`config.mk`:
```
export PLATFORM = sky130hd
export DESIGN_NAME = clrsns_slave
export DESIGN_NICKNAME = d
export VERILOG_FILES = /design/src/rtl/clrsns_pkg.sv /design/src/rtl/clrsns_sync.sv /design/src/rtl/clrsns_link.sv /design/src/rtl/clrsns_regs.sv /design/src/rtl/clrsns_slave.sv
export SDC_FILE = /design/constraint.sdc
export NUM_CORES = 1
export LEC_CHECK = 0
export CORE_AREA = 2 2 174 176
export CTS_BUF_LIST = sky130_fd_sc_hd__clkbuf_4 sky130_fd_sc_hd__clkbuf_8
export CTS_CLUSTER_DIAMETER = 80
export DETAILED_ROUTE_END_ITERATION = 8
export DIE_AREA = 0 0 176 178
export DONT_BUFFER_PORTS = 1
export PLACE_DENSITY = 0.46
export SKIP_LAST_GASP = 1
export SYNTH_ARGS = -nofsm -noshare
export SYNTH_HDL_FRONTEND = slang
export SYNTH_SLANG_ARGS = --single-unit
```
`constraint.sdc`:
```
create_clock -name clk -period 3.5 [get_ports clk]
set_clock_uncertainty 0.2 [all_clocks]
set_input_delay 0.175 -clock clk [delete_from_list [all_inputs] [get_ports clk]]
set_output_delay 0.175 -clock clk [all_outputs]
set_load 0.01 [all_outputs]
```
`src/rtl/clrsns_pkg.sv`:
```
package clrsns_pkg;

   typedef enum logic [3:0] {
      LK_IDLE, LK_ADDR, LK_ACK_ADDR, LK_PTR, LK_ACK_PTR,
      LK_WDATA, LK_ACK_WDATA, LK_RDATA, LK_RACK
   } link_st_e;

   // register map anchors (the converter side and software rely on these)
   localparam logic [7:0] MAP_CMD  = 8'h00;
   localparam logic [7:0] MAP_MODE = 8'h01;
   localparam logic [7:0] MAP_CAP  = 8'h06;
   localparam logic [7:0] MAP_INT  = 8'h0A;
   localparam logic [7:0] MAP_RES  = 8'h40;
   localparam logic [7:0] MAP_OFS  = 8'h48;

   localparam int CMD_MEAS  = 0;
   localparam int CMD_OFS   = 1;
   localparam int MODE_TRIM = 0;
   localparam int MODE_SLP  = 1;
   localparam int MODE_EXT  = 2;

endpackage

```
`src/rtl/clrsns_sync.sv`:
```
module clrsns_sync #(
   parameter int              W      = 2,
   parameter int              STAGES = 2,
   parameter logic [W-1:0]    INIT   = '1
) (
   input  logic         clk,
   input  logic         rst_n,
   input  logic [W-1:0] d,
   output logic [W-1:0] q
);

   generate
      if (STAGES == 1) begin : g_single
         logic [W-1:0] s_q;
         always_ff @(posedge clk or negedge rst_n) begin
            if (!rst_n) s_q <= INIT;
            else        s_q <= d;
         end
         assign q = s_q;
      end else begin : g_chain
         logic [STAGES-1:0][W-1:0] s_q;
         always_ff @(posedge clk or negedge rst_n) begin
            if (!rst_n) s_q <= {STAGES{INIT}};
            else        s_q <= {s_q[STAGES-2:0], d};
         end
         assign q = s_q[STAGES-1];
      end
   endgenerate

endmodule

```
`src/rtl/clrsns_link.sv`:
```
module clrsns_link
   import clrsns_pkg::*;
#(
   parameter logic [6:0] DEV_ADDR = 7'h74
) (
   input  logic       clk,
   input  logic       rst_n,
   input  logic       scl,
   input  logic       sda,
   output logic       sda_oe,
   output logic       wr_en,
   output logic [7:0] wr_addr,
   output logic [7:0] wr_data,
   output logic [7:0] rd_addr,
   input  logic [7:0] rd_data,
   output logic       bus_stop
);

   logic       scl_d, sda_d;
   logic       scl_rise, scl_fall, bus_start;
   link_st_e   st;
   logic [3:0] cnt;
   logic [7:0] shreg;
   logic [7:0] ptr;
   logic       rnw, mack;

   always_ff @(posedge clk or negedge rst_n) begin
      if (!rst_n) begin
         scl_d <= 1'b1;
         sda_d <= 1'b1;
      end else begin
         scl_d <= scl;
         sda_d <= sda;
      end
   end

   assign scl_rise  = scl & ~scl_d;
   assign scl_fall  = ~scl & scl_d;
   assign bus_start = scl & scl_d & sda_d & ~sda;
   assign bus_stop  = scl & scl_d & ~sda_d & sda;
   assign rd_addr   = ptr;

   always_ff @(posedge clk or negedge rst_n) begin
      if (!rst_n) begin
         st      <= LK_IDLE;
         cnt     <= '0;
         shreg   <= '0;
         ptr     <= '0;
         rnw     <= 1'b0;
         mack    <= 1'b0;
         sda_oe  <= 1'b0;
         wr_en   <= 1'b0;
         wr_addr <= '0;
         wr_data <= '0;
      end else begin
         wr_en <= 1'b0;
         if (bus_start) begin
            st     <= LK_ADDR;
            cnt    <= '0;
            sda_oe <= 1'b0;
         end else if (bus_stop) begin
            st     <= LK_IDLE;
            sda_oe <= 1'b0;
         end else begin
            case (st)
               LK_ADDR, LK_PTR, LK_WDATA: begin
                  if (scl_rise && cnt < 4'd8) begin
                     shreg <= {shreg[6:0], sda};
                     cnt   <= 4'(cnt + 4'd1);
                  end else if (scl_fall && cnt == 4'd8) begin
                     cnt <= '0;
                     if (st == LK_ADDR) begin
                        if (shreg[7:1] == DEV_ADDR) begin
                           rnw    <= shreg[0];
                           sda_oe <= 1'b1;
                           st     <= LK_ACK_ADDR;
                        end else begin
                           st <= LK_IDLE;
                        end
                     end else if (st == LK_PTR) begin
                        ptr    <= shreg;
                        sda_oe <= 1'b1;
                        st     <= LK_ACK_PTR;
                     end else begin
                        wr_en   <= 1'b1;
                        wr_addr <= ptr;
                        wr_data <= shreg;
                        ptr     <= ptr + 8'd1;
                        sda_oe  <= 1'b1;
                        st      <= LK_ACK_WDATA;
                     end
                  end
               end
               LK_ACK_ADDR: begin
                  if (scl_fall) begin
                     cnt <= '0;
                     if (rnw) begin
                        shreg  <= rd_data;
                        sda_oe <= ~rd_data[7];
                        st     <= LK_RDATA;
                     end else begin
                        sda_oe <= 1'b0;
                        st     <= LK_PTR;
                     end
                  end
               end
               LK_ACK_PTR, LK_ACK_WDATA: begin
                  if (scl_fall) begin
                     sda_oe <= 1'b0;
                     st     <= LK_WDATA;
                  end
               end
               LK_RDATA: begin
                  if (scl_fall) begin
                     if (cnt == 4'd7) begin
                        cnt    <= '0;
                        sda_oe <= 1'b0;
                        ptr    <= ptr + 8'd1;
                        st     <= LK_RACK;
                     end else begin
                        cnt    <= 4'(cnt + 4'd1);
                        shreg  <= {shreg[6:0], 1'b0};
                        sda_oe <= ~shreg[6];
                     end
                  end
               end
               LK_RACK: begin
                  if (scl_rise) begin
                     mack <= ~sda;
                  end else if (scl_fall) begin
                     if (mack) begin
                        shreg  <= rd_data;
                        sda_oe <= ~rd_data[7];
                        st     <= LK_RDATA;
                     end else begin
                        st <= LK_IDLE;
                     end
                  end
               end
               default: st <= LK_IDLE;
            endcase
         end
      end
   end

endmodule

```
`src/rtl/clrsns_regs.sv`:
```
module clrsns_regs
   import clrsns_pkg::*;
#(
   parameter int CH_NUM = 4,
   parameter int RES_W  = 10,
   parameter int INT_W  = 12,
   parameter int CAP_W  = 4
) (
   input  logic                    clk,
   input  logic                    rst_n,
   input  logic                    wr_en,
   input  logic [7:0]              wr_addr,
   input  logic [7:0]              wr_data,
   input  logic [7:0]              rd_addr,
   output logic [7:0]              rd_data,
   input  logic                    conv_done,
   input  logic [CH_NUM*RES_W-1:0] conv_res,
   input  logic [CH_NUM*8-1:0]     conv_ofs,
   output logic                    conv_req,
   output logic                    conv_offset,
   output logic [CH_NUM*CAP_W-1:0] cap_cfg,
   output logic [CH_NUM*INT_W-1:0] int_cfg,
   output logic                    trim_en,
   output logic                    sleep_en,
   output logic                    extclk_en
);

   localparam int HI_INT = INT_W - 8;
   localparam int HI_RES = RES_W - 8;
   localparam logic [CAP_W-1:0] CAP_RST = '1;

   logic [1:0]                   cmd_q;
   logic [2:0]                   mode_q;
   logic [CH_NUM-1:0][CAP_W-1:0] cap_q;
   logic [CH_NUM-1:0][INT_W-1:0] int_q;
   logic [CH_NUM-1:0][RES_W-1:0] res_q;
   logic [CH_NUM-1:0][7:0]       ofs_q;
   logic                         meas_fin, ofs_fin;

   assign conv_req    = cmd_q[CMD_MEAS] | cmd_q[CMD_OFS];
   assign conv_offset = ~cmd_q[CMD_MEAS] & cmd_q[CMD_OFS];
   assign meas_fin    = conv_done & cmd_q[CMD_MEAS];
   assign ofs_fin     = conv_done & conv_offset;

   always_ff @(posedge clk or negedge rst_n) begin
      if (!rst_n) begin
         cmd_q <= '0;
      end else if (wr_en && wr_addr == MAP_CMD) begin
         cmd_q <= wr_data[1:0];
      end else begin
         if (meas_fin) cmd_q[CMD_MEAS] <= 1'b0;
         if (ofs_fin)  cmd_q[CMD_OFS]  <= 1'b0;
      end
   end

   always_ff @(posedge clk or negedge rst_n) begin
      if (!rst_n) begin
         mode_q <= '0;
      end else if (wr_en && wr_addr == MAP_MODE) begin
         mode_q[MODE_TRIM] <= wr_data[MODE_TRIM];
         mode_q[MODE_EXT]  <= wr_data[MODE_EXT];
         mode_q[MODE_SLP]  <= wr_data[MODE_SLP] & wr_data[MODE_EXT];
      end
   end

   assign trim_en   = mode_q[MODE_TRIM];
   assign sleep_en  = mode_q[MODE_SLP];
   assign extclk_en = mode_q[MODE_EXT];

   generate
      for (genvar c = 0; c < CH_NUM; c++) begin : g_ch
         localparam logic [7:0] A_CAP = 8'(MAP_CAP + c);
         localparam logic [7:0] A_ILO = 8'(MAP_INT + 2 * c);
         localparam logic [7:0] A_IHI = 8'(MAP_INT + 2 * c + 1);

         always_ff @(posedge clk or negedge rst_n) begin
            if (!rst_n) begin
               cap_q[c] <= CAP_RST;
               int_q[c] <= '0;
            end else if (wr_en) begin
               if (wr_addr == A_CAP) cap_q[c] <= wr_data[CAP_W-1:0];
               if (wr_addr == A_ILO) int_q[c][7:0] <= wr_data;
               if (wr_addr == A_IHI) int_q[c][INT_W-1:8] <= wr_data[HI_INT-1:0];
            end
         end

         always_ff @(posedge clk or negedge rst_n) begin
            if (!rst_n) begin
               res_q[c] <= '0;
               ofs_q[c] <= '0;
            end else begin
               if (meas_fin) res_q[c] <= conv_res[c*RES_W +: RES_W];
               if (ofs_fin)  ofs_q[c] <= conv_ofs[c*8 +: 8];
            end
         end

         assign cap_cfg[c*CAP_W +: CAP_W] = cap_q[c];
         assign int_cfg[c*INT_W +: INT_W] = int_q[c];
      end
   endgenerate

   always_comb begin
      rd_data = '0;
      if (rd_addr == MAP_CMD)  rd_data = {6'd0, cmd_q};
      if (rd_addr == MAP_MODE) rd_data = {5'd0, mode_q};
      for (int c = 0; c < CH_NUM; c++) begin
         if (rd_addr == 8'(MAP_CAP + c))         rd_data = 8'(cap_q[c]);
         if (rd_addr == 8'(MAP_INT + 2 * c))     rd_data = int_q[c][7:0];
         if (rd_addr == 8'(MAP_INT + 2 * c + 1)) rd_data = 8'(int_q[c][INT_W-1:8]);
         if (rd_addr == 8'(MAP_RES + 2 * c))     rd_data = res_q[c][7:0];
         if (rd_addr == 8'(MAP_RES + 2 * c + 1)) rd_data = 8'(res_q[c][RES_W-1:8]);
         if (rd_addr == 8'(MAP_OFS + c))         rd_data = ofs_q[c];
      end
   end

   logic unused_hi;
   assign unused_hi = (HI_RES > 0) ? 1'b0 : 1'b0;

endmodule

```
`src/rtl/clrsns_slave.sv`:
```
module clrsns_slave #(
   parameter logic [6:0] DEV_ADDR    = 7'h74,
   parameter int         SYNC_STAGES = 2,
   parameter int         CH_NUM      = 4,
   parameter int         RES_W       = 10,
   parameter int         INT_W       = 12,
   parameter int         CAP_W       = 4
) (
   input  logic                    clk,
   input  logic                    rst_n,
   input  logic                    scl_i,
   input  logic                    sda_i,
   output logic                    sda_oe,
   output logic                    conv_req,
   output logic                    conv_offset,
   input  logic                    conv_done,
   input  logic [CH_NUM*RES_W-1:0] conv_res,
   input  logic [CH_NUM*8-1:0]     conv_ofs,
   output logic [CH_NUM*CAP_W-1:0] cap_cfg,
   output logic [CH_NUM*INT_W-1:0] int_cfg,
   output logic                    trim_en,
   output logic                    sleep_en,
   output logic                    extclk_en
);

   generate
      if (CH_NUM < 1 || CH_NUM > 4) begin : g_bad_ch
         $error("CH_NUM must lie in 1..4 to fit the register map");
      end
      if (RES_W < 9 || RES_W > 16) begin : g_bad_res
         $error("RES_W must lie in 9..16 (low/high byte pair)");
      end
      if (INT_W < 9 || INT_W > 16) begin : g_bad_int
         $error("INT_W must lie in 9..16 (low/high byte pair)");
      end
      if (CAP_W < 1 || CAP_W > 8) begin : g_bad_cap
         $error("CAP_W must lie in 1..8");
      end
      if (SYNC_STAGES < 1) begin : g_bad_sync
         $error("SYNC_STAGES must be at least 1");
      end
   endgenerate

   logic [1:0] pad_s;
   logic       lk_wr_en, lk_stop;
   logic [7:0] lk_wr_addr, lk_wr_data, lk_rd_addr, lk_rd_data;

   clrsns_sync #(.W(2), .STAGES(SYNC_STAGES), .INIT(2'b11)) u_sync (
      .clk   (clk),
      .rst_n (rst_n),
      .d     ({scl_i, sda_i}),
      .q     (pad_s)
   );

   clrsns_link #(.DEV_ADDR(DEV_ADDR)) u_link (
      .clk      (clk),
      .rst_n    (rst_n),
      .scl      (pad_s[1]),
      .sda      (pad_s[0]),
      .sda_oe   (sda_oe),
      .wr_en    (lk_wr_en),
      .wr_addr  (lk_wr_addr),
      .wr_data  (lk_wr_data),
      .rd_addr  (lk_rd_addr),
      .rd_data  (lk_rd_data),
      .bus_stop (lk_stop)
   );

   clrsns_regs #(
      .CH_NUM (CH_NUM),
      .RES_W  (RES_W),
      .INT_W  (INT_W),
      .CAP_W  (CAP_W)
   ) u_regs (
      .clk         (clk),
      .rst_n       (rst_n),
      .wr_en       (lk_wr_en),
      .wr_addr     (lk_wr_addr),
      .wr_data     (lk_wr_data),
      .rd_addr     (lk_rd_addr),
      .rd_data     (lk_rd_data),
      .conv_done   (conv_done),
      .conv_res    (conv_res),
      .conv_ofs    (conv_ofs),
      .conv_req    (conv_req),
      .conv_offset (conv_offset),
      .cap_cfg     (cap_cfg),
      .int_cfg     (int_cfg),
      .trim_en     (trim_en),
      .sleep_en    (sleep_en),
      .extclk_en   (extclk_en)
   );

endmodule

```
# Yosys cells after proc, flatten, opt, wreduce, memory -nomap -nowiden
# Cells that the tools add are included.
word_totals:
  ff_bits: 191
  latchBits: 0
  mem_bits_rw: 0
  romBits: 0
  output_inout_bits: 70
  wordCells: 264
  mem_count: 0
op_classes:
  addsub: 2
  multipliers: 0
  div: 0
  order_cmp: 1
  eq_ne: 75
  shifts: 0
  n_mux: 91
  bitwise_logic: 24
  reduce_logical: 34
ops:
  columns: ["op", "n"]
  rows:
  - ["$mux W8", 37]
  - ["$eq A8 B4 Y1 const B", 16]
  - ["$eq A8 B7 Y1 const B", 12]
  - ["$mux W4", 19]
  - ["$eq A8 B3 Y1 const B", 4]
  - ["$eq A8 B5 Y1 const B", 4]
  - ["$pmux W8 S4", 1]
  - ["$ne A4 B2 Y1 const B", 7]
  - ["$reduce_and A2 Y1", 12]
  - ["$mux W1", 23]
  - ["$eq A4 B3 Y1 const B", 5]
  - ["$pmux W4 S5", 1]
  - ["$ne A2 B1 Y1 const B", 9]
  - ["$eq A8 B1 Y1 const B", 2]
  - ["$logic_not A8 Y1", 2]
  - ["$pmux W8 S2", 1]
  - ["$reduce_and A8 Y1", 2]
  - ["$reduce_and A7 Y1", 2]
  - ["$not A1 Y1", 12]
  - ["$pmux W4 S3", 1]
  - ["$and A1 B1 Y1", 11]
  - ["$reduce_and A11 Y1", 1]
  - ["$reduce_and A10 Y1", 1]
  - ["$mux W3", 3]
  - ["24 further kinds", 39]

# Longest topological paths before layout
# Gate-level depths: netlist (run 1).
depth:
  depth_word: 34
  ltp_mapped: 11

# By module
# From an unflattened synthesis (run 1), not the netlist that was laid out.
unflattened:
  hier_cells: 902
  hier_area_um2: 9910.8
by_module_without_submodules:
  columns: ["mod", "n_inst", "cells_per_inst", "area_per_inst_um2", "seq_area_each_um2"]
  rows:
  - ["clrsns_regs", 1, 637, 7195.7, 3548.4]
  - ["clrsns_link", 1, 259, 2595.0, 1153.6]
  - ["clrsns_sync", 1, 6, 120.1, 105.1]

# Least setup slack after synthesis (run 1)
# No wires, ideal clock.
synth_timing:
  path_type: "register -> register"
  start: "register u_link.ptr[0] (netlist: u_link.rd_addr[0])"
  end: "register u_link.shreg[3]"
  t_arrival_ps: 2255
  setup_slack_ps: 915
  stages_incl_launch_ff: 11
  n_path_buf: 1
  period_less_slack_ps: 2585
  cell_sequence: "dfrtp_1 -> inv_1 -> ha_1 -> buf_2 -> nor4b_4 -> nand2_1 -> o221a_2 -> a211oi_1 -> a21oi_1 -> nor4_1 -> nor3_1"
synth_between:
  elab_chain_cells: 29
  elab_cells_between_ends: 54
  cone_classes: "24 x eq/ne; 30 x mux"
synth_lines:
  columns: ["element", "line_no", "text"]
  rows:
  - ["start, declared", "clrsns_link.sv:24", "logic [7:0] ptr;"]
  - ["start signal, assigned", "clrsns_link.sv:81", "ptr <= shreg;"]
  - ["start signal, assigned", "clrsns_link.sv:88", "ptr <= ptr + 8'd1;"]
  - ["start signal, assigned", "clrsns_link.sv:118", "ptr <= ptr + 8'd1;"]
  - ["$eq A8 B3 Y1", "clrsns_regs.sv:107", "if (rd_addr == 8'(MAP_CAP + c)) rd_data = 8'(cap_q[c]);"]
  - ["$mux W4", "clrsns_regs.sv:107", null]
  - ["$mux W8", "clrsns_regs.sv:108", "if (rd_addr == 8'(MAP_INT + 2 * c)) rd_data = int_q[c][7:0];"]
  - ["$mux W8", "clrsns_regs.sv:109", "if (rd_addr == 8'(MAP_INT + 2 * c + 1)) rd_data = 8'(int_q[c][INT_W-1:8]);"]
  - ["$mux W8", "clrsns_regs.sv:110", "if (rd_addr == 8'(MAP_RES + 2 * c)) rd_data = res_q[c][7:0];"]
  - ["$mux W8", "clrsns_regs.sv:111", "if (rd_addr == 8'(MAP_RES + 2 * c + 1)) rd_data = 8'(res_q[c][RES_W-1:8]);"]
  - ["$mux W8", "clrsns_regs.sv:112", "if (rd_addr == 8'(MAP_OFS + c)) rd_data = ofs_q[c];"]
  - ["$mux W8", "clrsns_regs.sv:107", null]
  - ["[... 13 more ...]", null, null]
  - ["$mux W8", "clrsns_regs.sv:109", null]
  - ["$mux W8", "clrsns_regs.sv:110", null]
  - ["$mux W8", "clrsns_regs.sv:111", null]
  - ["$mux W8 *", "clrsns_regs.sv:112", null]
  - ["$mux W8", "clrsns_link.sv:131", "if (mack) begin"]
  - ["$mux W8", "clrsns_link.sv:130", "end else if (scl_fall) begin"]
  - ["$mux W8", "clrsns_link.sv:128", "if (scl_rise) begin"]
  - ["$pmux W8 S4 *", "clrsns_link.sv:65", "case (st)"]
  - ["end signal, assigned", "clrsns_link.sv:68", "shreg <= {shreg[6:0], sda};"]
  - ["end signal, assigned", "clrsns_link.sv:122", "shreg <= {shreg[6:0], 1'b0};"]
  - ["end signal, assigned", "clrsns_link.sv:132", "shreg <= rd_data;"]
  - ["end, declared", "clrsns_link.sv:23", "logic [7:0] shreg;"]
# Mark *: on every way between the ends. The rest lies on a longest branch, timed or not. The select of a mux whose other input is x is not followed.
# A chain may end at the register's enable or synchronous reset.

# Worst setup path after layout (run 1)
layout_timing:
  start: "register u_link.ptr[0] (netlist: u_link.rd_addr[0])"
  end: "register u_link.shreg[0]"
layout_between:
  elab_chain_cells: 31
  elab_cells_between_ends: 58
  cone_classes: "25 x eq/ne; 32 x mux; 1 x reduce/logical"
layout_lines:
  columns: ["element", "line_no", "text"]
  rows:
  - ["$logic_not A8 Y1", "clrsns_regs.sv:104", "if (rd_addr == MAP_CMD) rd_data = {6'd0, cmd_q};"]
  - ["$mux W2", "clrsns_regs.sv:104", null]
  - ["$mux W3", "clrsns_regs.sv:105", "if (rd_addr == MAP_MODE) rd_data = {5'd0, mode_q};"]
  - ["$mux W4", "clrsns_regs.sv:107", null]
  - ["$mux W8", "clrsns_regs.sv:108", null]
  - ["$mux W8", "clrsns_regs.sv:109", null]
  - ["$mux W8", "clrsns_regs.sv:110", null]
  - ["$mux W8", "clrsns_regs.sv:111", null]
  - ["[... 15 more ...]", null, null]
  - ["$mux W8", "clrsns_regs.sv:109", null]
  - ["$mux W8", "clrsns_regs.sv:110", null]
  - ["$mux W8", "clrsns_regs.sv:111", null]
  - ["$mux W8 *", "clrsns_regs.sv:112", null]
  - ["$mux W8", "clrsns_link.sv:131", null]
  - ["$mux W8", "clrsns_link.sv:130", null]
  - ["$mux W8", "clrsns_link.sv:128", null]
  - ["$pmux W8 S4 *", "clrsns_link.sv:65", null]
# Marked as above.

==> results.sh, run 1 <==
export IMPL_cts_tree="done"
export IMPL_endpoint_kind="flop"
export IMPL_ctsRootBufferMaster="clkbuf_8"
export IMPL_p_seq_frac=0.575
export IMPL_setup_viol=0
export IMPL_cts_sinks=191
export IMPL_ys_ff_latch=191
export IMPL_n_fill_cell=2869
export IMPL_syn_area_per_cell_sq_um=10.4
export IMPL_layout_common_cells="169 x dfrtp_1, 132 x mux2_2, 111 x nand2_1, 77 x dlygate4sd3_1, 54 x o21ai_0"
export IMPL_hp_class="input pin to async pin"
export IMPL_p_int_mw=3.49
export IMPL_grt_setup_unrepaired="false"
export IMPL_syn_area_sq_mm=0.0102
export IMPL_post_synth_num_cell_types=81
export IMPL_arrival_ns=3.29
export IMPL_hold_viol_final=191
export IMPL_drtIter0Drc=636
export IMPL_start_kind="flop"
export IMPL_clock_path_buffers=2
export IMPL_fin_setup_tns_ns=0
export IMPL_grt_max_degree=192
export IMPL_num_rows=63
export IMPL_path_clk_slew_ns=0.11
export IMPL_cts_buffers=17
export IMPL_swShare=0.274
export IMPL_routed_wl_um=36300
export IMPL_areaGrowthSynthToFinish_pct=16.8
export IMPL_grt_pass1_wl_um=55300
export IMPL_crit_fanout=7
export IMPL_dp_cells=1346
export IMPL_synth_main_ff_cell="dfrtp_1"
export IMPL_async_flop_share=1.00
export IMPL_start_util=0.346
export IMPL_stdcell_count=1455
export IMPL_finish_utilization=0.404
export IMPL_die_area_sq_mm=0.0313
export IMPL_failed_checks="hold timing"
export IMPL_crit_type="flop to flop"
export IMPL_clockPowerShare=0.327
export IMPL_maxCapViolations=0
export IMPL_die_x_um=176
export IMPL_combPwrFrac=0.098
export IMPL_critPathRequiredTime_ns=3.68
export IMPL_power_density_mw_per_mm2=405
export IMPL_syn_inst=977
export IMPL_grt_pass1_vias=8405
export IMPL_drv_slew=0
export IMPL_antennaDiodeCount=0
export IMPL_syn_nets=1060
export IMPL_place_area_sq_mm=0.0107
export IMPL_period_needed_ns=3.10
export IMPL_tightest_slew_ns=1.05
export IMPL_max_freq_mhz=322
export IMPL_grt_remaining_overflow=0
export IMPL_ys_warnings_count=0
export IMPL_first_pass_iters=5
export IMPL_timing_final_crit_share=0.887
export IMPL_die_h_um=178
export IMPL_vias=8289
export IMPL_vias_per_cell=5.70
export IMPL_ys_top_cells_by_area="dfrtp_1 42%, mux2_2 15%, dfstp_2 5.7%, nand2_1 4.2%, o21ai_0 2.7%"
export IMPL_netSwitchingPower_mw=1.32
export IMPL_portBuffers=0
export IMPL_synth_edf_count=0
export IMPL_core_area_sq_mm=0.0294
export IMPL_ys_seq_area_frac=0.472
export IMPL_h_tree_depth=4
export IMPL_grt_util_all_layers=0.238
export IMPL_worstSkewPairLatency_ns=0.51
export IMPL_antenna_found_initial=0
export IMPL_yosysTopAreaCell="dfrtp_1"
export IMPL_mostFrequentLayoutCell="dfrtp_1"
export IMPL_slew_headroom=0.302
export IMPL_drive_gt1_frac=0.241
export IMPL_p_leak_nw=5.06
export IMPL_outcome="finished with violations"
export IMPL_io_pins=147
export IMPL_drc=0
export IMPL_holdBufCountCts=77
export IMPL_yosysTopAreaCellShare=0.415
export IMPL_nets=1135
export IMPL_ir_worst_vdd_v=0.000220
export IMPL_fin_worst_hold_slack_ns=-0.831
export IMPL_final_cell_area_sq_mm=0.0119
export IMPL_postRouteAntennaNets=0
export IMPL_avgRoutedWirePerCell_um=24.9
export IMPL_gp_congestion=0.941
export IMPL_place_hpwl_um=27100
-- worst max-delay path: stages, from the launching register on --
cell and delay [ns]:
dfrtp_1 0.42, inv_1 0.13, ha_1 0.33, or4b_1 0.71
nor3_2 0.36, nor4b_1 0.10, o21a_1 0.13, o2111a_1 0.29
o21ai_0 0.21, a21oi_1 0.09
-- cell usage after synthesis, drive strengths merged (10+ instances only) --
| master | number |
|---|---|
| clkbuf | 33 |
| dfstp | 22 |
| nor3 | 25 |
| a221oi | 13 |
| dfrtp | 169 |
| nor2 | 51 |
| a21oi | 45 |
| nand2b | 10 |
| a22oi | 21 |
| inv | 20 |
| buf | 26 |
| o21ai | 58 |
| nor2b | 16 |
| a22o | 10 |
| nand3 | 33 |
| mux2 | 132 |
| nand2 | 113 |
-- power by group through the flow --
stage	Combinational [mW]	Sequential, mW	Clock (mW)
2_1_floorplan	0.354	2.63	0
3_3_place_gp	0.395	2.81	0
3_5_place_dp	0.402	2.81	0
4_1_cts	0.474	2.76	1.62
5_1_grt	0.524	2.79	1.70
6_report	0.473	2.77	1.57
-- cell families (layout without fill, tap and decap cells) --
| family | Yosys count | after routing | share of synthesized area |
|---|---|---|---|
| adders and majority gates | 6 | 6 | 0.00737 |
| and+or+nand+nor | 327 | 327 | 0.175 |
| xor gates and xnor gates | 4 | 4 | 0.00344 |
| AOI/OAI and AO/OA | 229 | 229 | 0.155 |
| DFF | 191 | 191 | 0.472 |
| buffers and inverters | 79 | 167 | 0.0330 |
| muxes | 141 | 141 | 0.155 |
-- registers in the layout, indices dropped and copies added, names as in the netlist --
register,count
u_sync.q,2
u_link.wr_addr,8
u_link.mack,1
u_link.scl_d,1
u_link.wr_en,1
u_sync.g_chain.s_q,2
u_regs.int_cfg,48
u_regs.cmd_q,2
u_link.wr_data,8
u_link.st,4
u_link.rd_addr,8
u_regs.mode_q,3
u_regs.ofs_q,32
u_link.cnt,4
u_link.shreg,8
u_regs.res_q,40
u_link.sda_d,1
u_link.sda_oe,1
u_regs.cap_cfg,16
u_link.rnw,1
-- timing repair --
item                                    4_1_cts  5_1_grt
endpoints found under the hold margin       266      191
setup buffers                                 0        0
endpoints found under the setup margin        0        0
gates resized for setup                       0        0
-- metal layers --
metal	GRT usage	vias up	wire length (um)
met3	0.0456	44	2150
li1	-	3737	-
met2	0.373	280	16600
met5	0	-	0
met4	0.0747	0	848
met1	0.335	4228	16700
-- path summary, 6_finish.rpt --
check | startpoint | end | slack, ns | cells past startpoint
max | u_link.rd_addr[0] | u_link.shreg[0] | 0.40 | 9
min | rst_n | u_regs.mode_q[2] | -0.83 | 0
max reg2reg | u_link.rd_addr[0] | u_link.shreg[0] | 0.40 | 9
min reg2reg | u_sync.g_chain.s_q[0] | u_sync.q[0] | 0.16 | 0
max in group asynchronous | rst_n | u_sync.q[1] | 3.62 | 0
min in group clk | conv_res[22] | u_regs.res_q[22] | 0.14 | 2
-- through the flow --
step / power (mW) / setup WS [ns]
after floorplan: 2.98 / 0.915
after global placement: 3.20 / 0.444
after detailed placement: 3.21 / 0.454
after CTS: 4.85 / 0.437
after global routing: 5.01 / 0.268
final: 4.81 / 0.395
-- area by class of cell --
type                       instances  area (sq um)  area share
multi-input combinational        707          5050       0.424
sequential                       191          4810       0.404
timing repair buffer             115          1070      0.0898
tap                              390           488      0.0410
clock buffer                      23           298      0.0250
clock inverter                     9           110     0.00926
inverter                          20          75.1     0.00631
Power figures use the tool's default switching activity.
==> inputs of run 2 (changes only) <==
--- a/config.mk
+++ b/config.mk
@@ -13,5 +13,4 @@
 export DONT_BUFFER_PORTS = 1
 export PLACE_DENSITY = 0.46
-export SKIP_LAST_GASP = 1
 export SYNTH_ARGS = -nofsm -noshare
 export SYNTH_HDL_FRONTEND = slang
==> constraint.sdc (replaced) <==
create_clock -name clk -period 3.5 [get_ports clk]
set_clock_uncertainty 0.2 [all_clocks]
set_input_delay 0 -clock clk [delete_from_list [all_inputs] [get_ports clk]]
set_output_delay 0 -clock clk [all_outputs]
set_load 0.01 [all_outputs]
==> run 2 against run 1 <==
  * Sequential cell count is the same
  * The flow still finishes with violations (hold timing)
  * Clock-buffer cell count is the same
  * Clock power is essentially flat
  * Sequential share of layout area down 2.2 points
  * Fmax hardly changed
  * Setup slack is essentially flat
  * Power rose by 7.0%
  * Wire length up 2.6%
  * Largest cell class unchanged
  * Die area did not move
  * Sequential power is essentially flat
  * Global-route usage up 0.69 points
  * First-iteration DRC count grew 4.7%
==> results.sh, run 2 (synthesis results as in run 1) <==
export IMPL_antennaDiodeCount=0
export IMPL_avgRoutedWirePerCell_um=24.4
export IMPL_grt_util_all_layers=0.245
export IMPL_arrival_ns=3.34
export IMPL_layout_common_cells="169 x dfrtp_1, 146 x dlygate4sd3_1, 132 x mux2_2, 111 x nand2_1, 54 x o21ai_0"
export IMPL_swShare=0.267
export IMPL_hold_viol_final=191
export IMPL_slew_headroom=0.289
export IMPL_crit_fanout=7
export IMPL_clock_path_buffers=2
export IMPL_first_pass_iters=6
export IMPL_worstSkewPairLatency_ns=0.50
export IMPL_grt_pass1_vias=8842
export IMPL_path_clk_slew_ns=0.11
export IMPL_grt_pass1_wl_um=57100
export IMPL_core_area_sq_mm=0.0294
export IMPL_routed_wl_um=37200
export IMPL_place_hpwl_um=27100
export IMPL_worstRegToRegCells=9
export IMPL_max_freq_mhz=322
export IMPL_failed_checks="hold timing"
export IMPL_tightest_slew_ns=1.06
export IMPL_endpoint_kind="flop"
export IMPL_outcome="finished with violations"
export IMPL_totalPowerFinal_mw=5.15
export IMPL_p_leak_nw=5.38
export IMPL_start_kind="flop"
export IMPL_nets=1204
export IMPL_drtIter0Drc=666
export IMPL_portBuffers=0
export IMPL_final_cell_area_sq_mm=0.0126
export IMPL_cts_buffers=17
export IMPL_cts_sinks=191
export IMPL_combPwrFrac=0.158
export IMPL_mostFrequentLayoutCell="dfrtp_1"
export IMPL_largest_reg_flops=48
export IMPL_fin_setup_tns_ns=0
export IMPL_dr_wl_met3_um=2210
export IMPL_ir_worst_vdd_v=0.000267
export IMPL_num_rows=63
export IMPL_drc=0
export IMPL_cts_tree="done"
export IMPL_areaGrowthSynthToFinish_pct=23.6
export IMPL_hp_class="input pin to async pin"
export IMPL_setup_slack_ns=0.396
export IMPL_maxCapViolations=0
export IMPL_postRouteAntennaNets=0
export IMPL_vias=8573
export IMPL_wirelength_met1_um=16800
export IMPL_met2_length_um=17400
export IMPL_routed_top_layer="met4"
export IMPL_fin_worst_hold_slack_ns=-1.00
export IMPL_io_pins=147
export IMPL_critPathRequiredTime_ns=3.74
export IMPL_grt_max_degree=192
export IMPL_setup_viol=0
export IMPL_period_needed_ns=3.10
export IMPL_timing_final_crit_share=0.887
export IMPL_grt_remaining_overflow=0
export IMPL_crit_type="flop to flop"
export IMPL_place_area_sq_mm=0.0107
export IMPL_netSwitchingPower_mw=1.37
export IMPL_drv_slew=0
export IMPL_vias_per_cell=5.63
export IMPL_place_ws_ns=0.454
export IMPL_gp_congestion=0.941
export IMPL_die_x_um=176
export IMPL_clockPowerShare=0.304
export IMPL_grt_setup_unrepaired="false"
export IMPL_power_density_mw_per_mm2=409
export IMPL_h_tree_depth=4
export IMPL_ctsRootBufferMaster="clkbuf_8"
export IMPL_die_h_um=178
export IMPL_antenna_found_initial=0
export IMPL_die_area_sq_mm=0.0313
export IMPL_holdBufCountCts=146
export IMPL_start_util=0.346
export IMPL_p_seq_frac=0.538
export IMPL_drive_gt1_frac=0.227
export IMPL_p_int_mw=3.77
-- run 2: cell types whose count changed in the layout (fill, tap and decap cells not counted), sizes merged --
cell         delta
dlygate4sd3    +69
-- run 2: what timing repair did --
item                                   4_1_cts  5_1_grt
resized for setup                            0        0
endpoints found under the hold margin      266      191
setup buffers                                0        0
-- run 2: path summary, 6_finish.rpt --
| check | slack [ns] | to | start |
|---|---|---|---|
| min | -1.00 | u_regs.mode_q[2] | rst_n |
| max reg2reg | 0.40 | u_link.shreg[1] | u_link.rd_addr[0] |
| min reg2reg | 0.16 | u_sync.q[0] | u_sync.g_chain.s_q[0] |
| max | 0.40 | u_link.shreg[1] | u_link.rd_addr[0] |
| max in group asynchronous | 3.80 | u_sync.q[1] | rst_n |
| min in group clk | 0.02 | u_regs.ofs_q[18] | conv_ofs[18] |
-- run 2: layer usage --
metal,up-vias,global-route usage
li1,3879,-
met1,4373,0.339
met2,278,0.393
met3,43,0.0452
met4,0,0.0740
met5,-,0
-- run 2: metrics by stage --
stage                     utilization  std cells
after floorplan                     -        977
after global placement          0.364       1346
after detailed placement        0.364       1346
after CTS                       0.428       1524
after global routing            0.428       1524
final                           0.428       1524
-- run 2: power by group through the flow --
| stage | clock network [mW] | registers [mW] | logic [mW] |
|---|---|---|---|
| floorplan | 0 | 2.63 | 0.354 |
| global placement | 0 | 2.81 | 0.395 |
| detailed placement | 0 | 2.81 | 0.402 |
| CTS | 1.62 | 2.76 | 0.792 |
| global route | 1.70 | 2.79 | 0.888 |
| finish | 1.57 | 2.77 | 0.811 |
-- run 2: critical path: stages (launching register included) --
cell and delay [ns]:
dfrtp_1 0.42, inv_1 0.13, ha_1 0.32, or4b_1 0.71, nor2_1 0.43, nand3_1 0.16, nand2_1 0.09, o21ai_1 0.11
a211o_1 0.32, a21oi_1 0.14
-- run 2: final cells by class --
class	instances	area (sq um)
inverters	20	75.1
repair buffers	184	1760
clock inverters	9	110
flip-flops and latches	191	4810
well taps	390	488
fillers	2801	16800
clock buffers	23	298
multi-input cells	707	5050
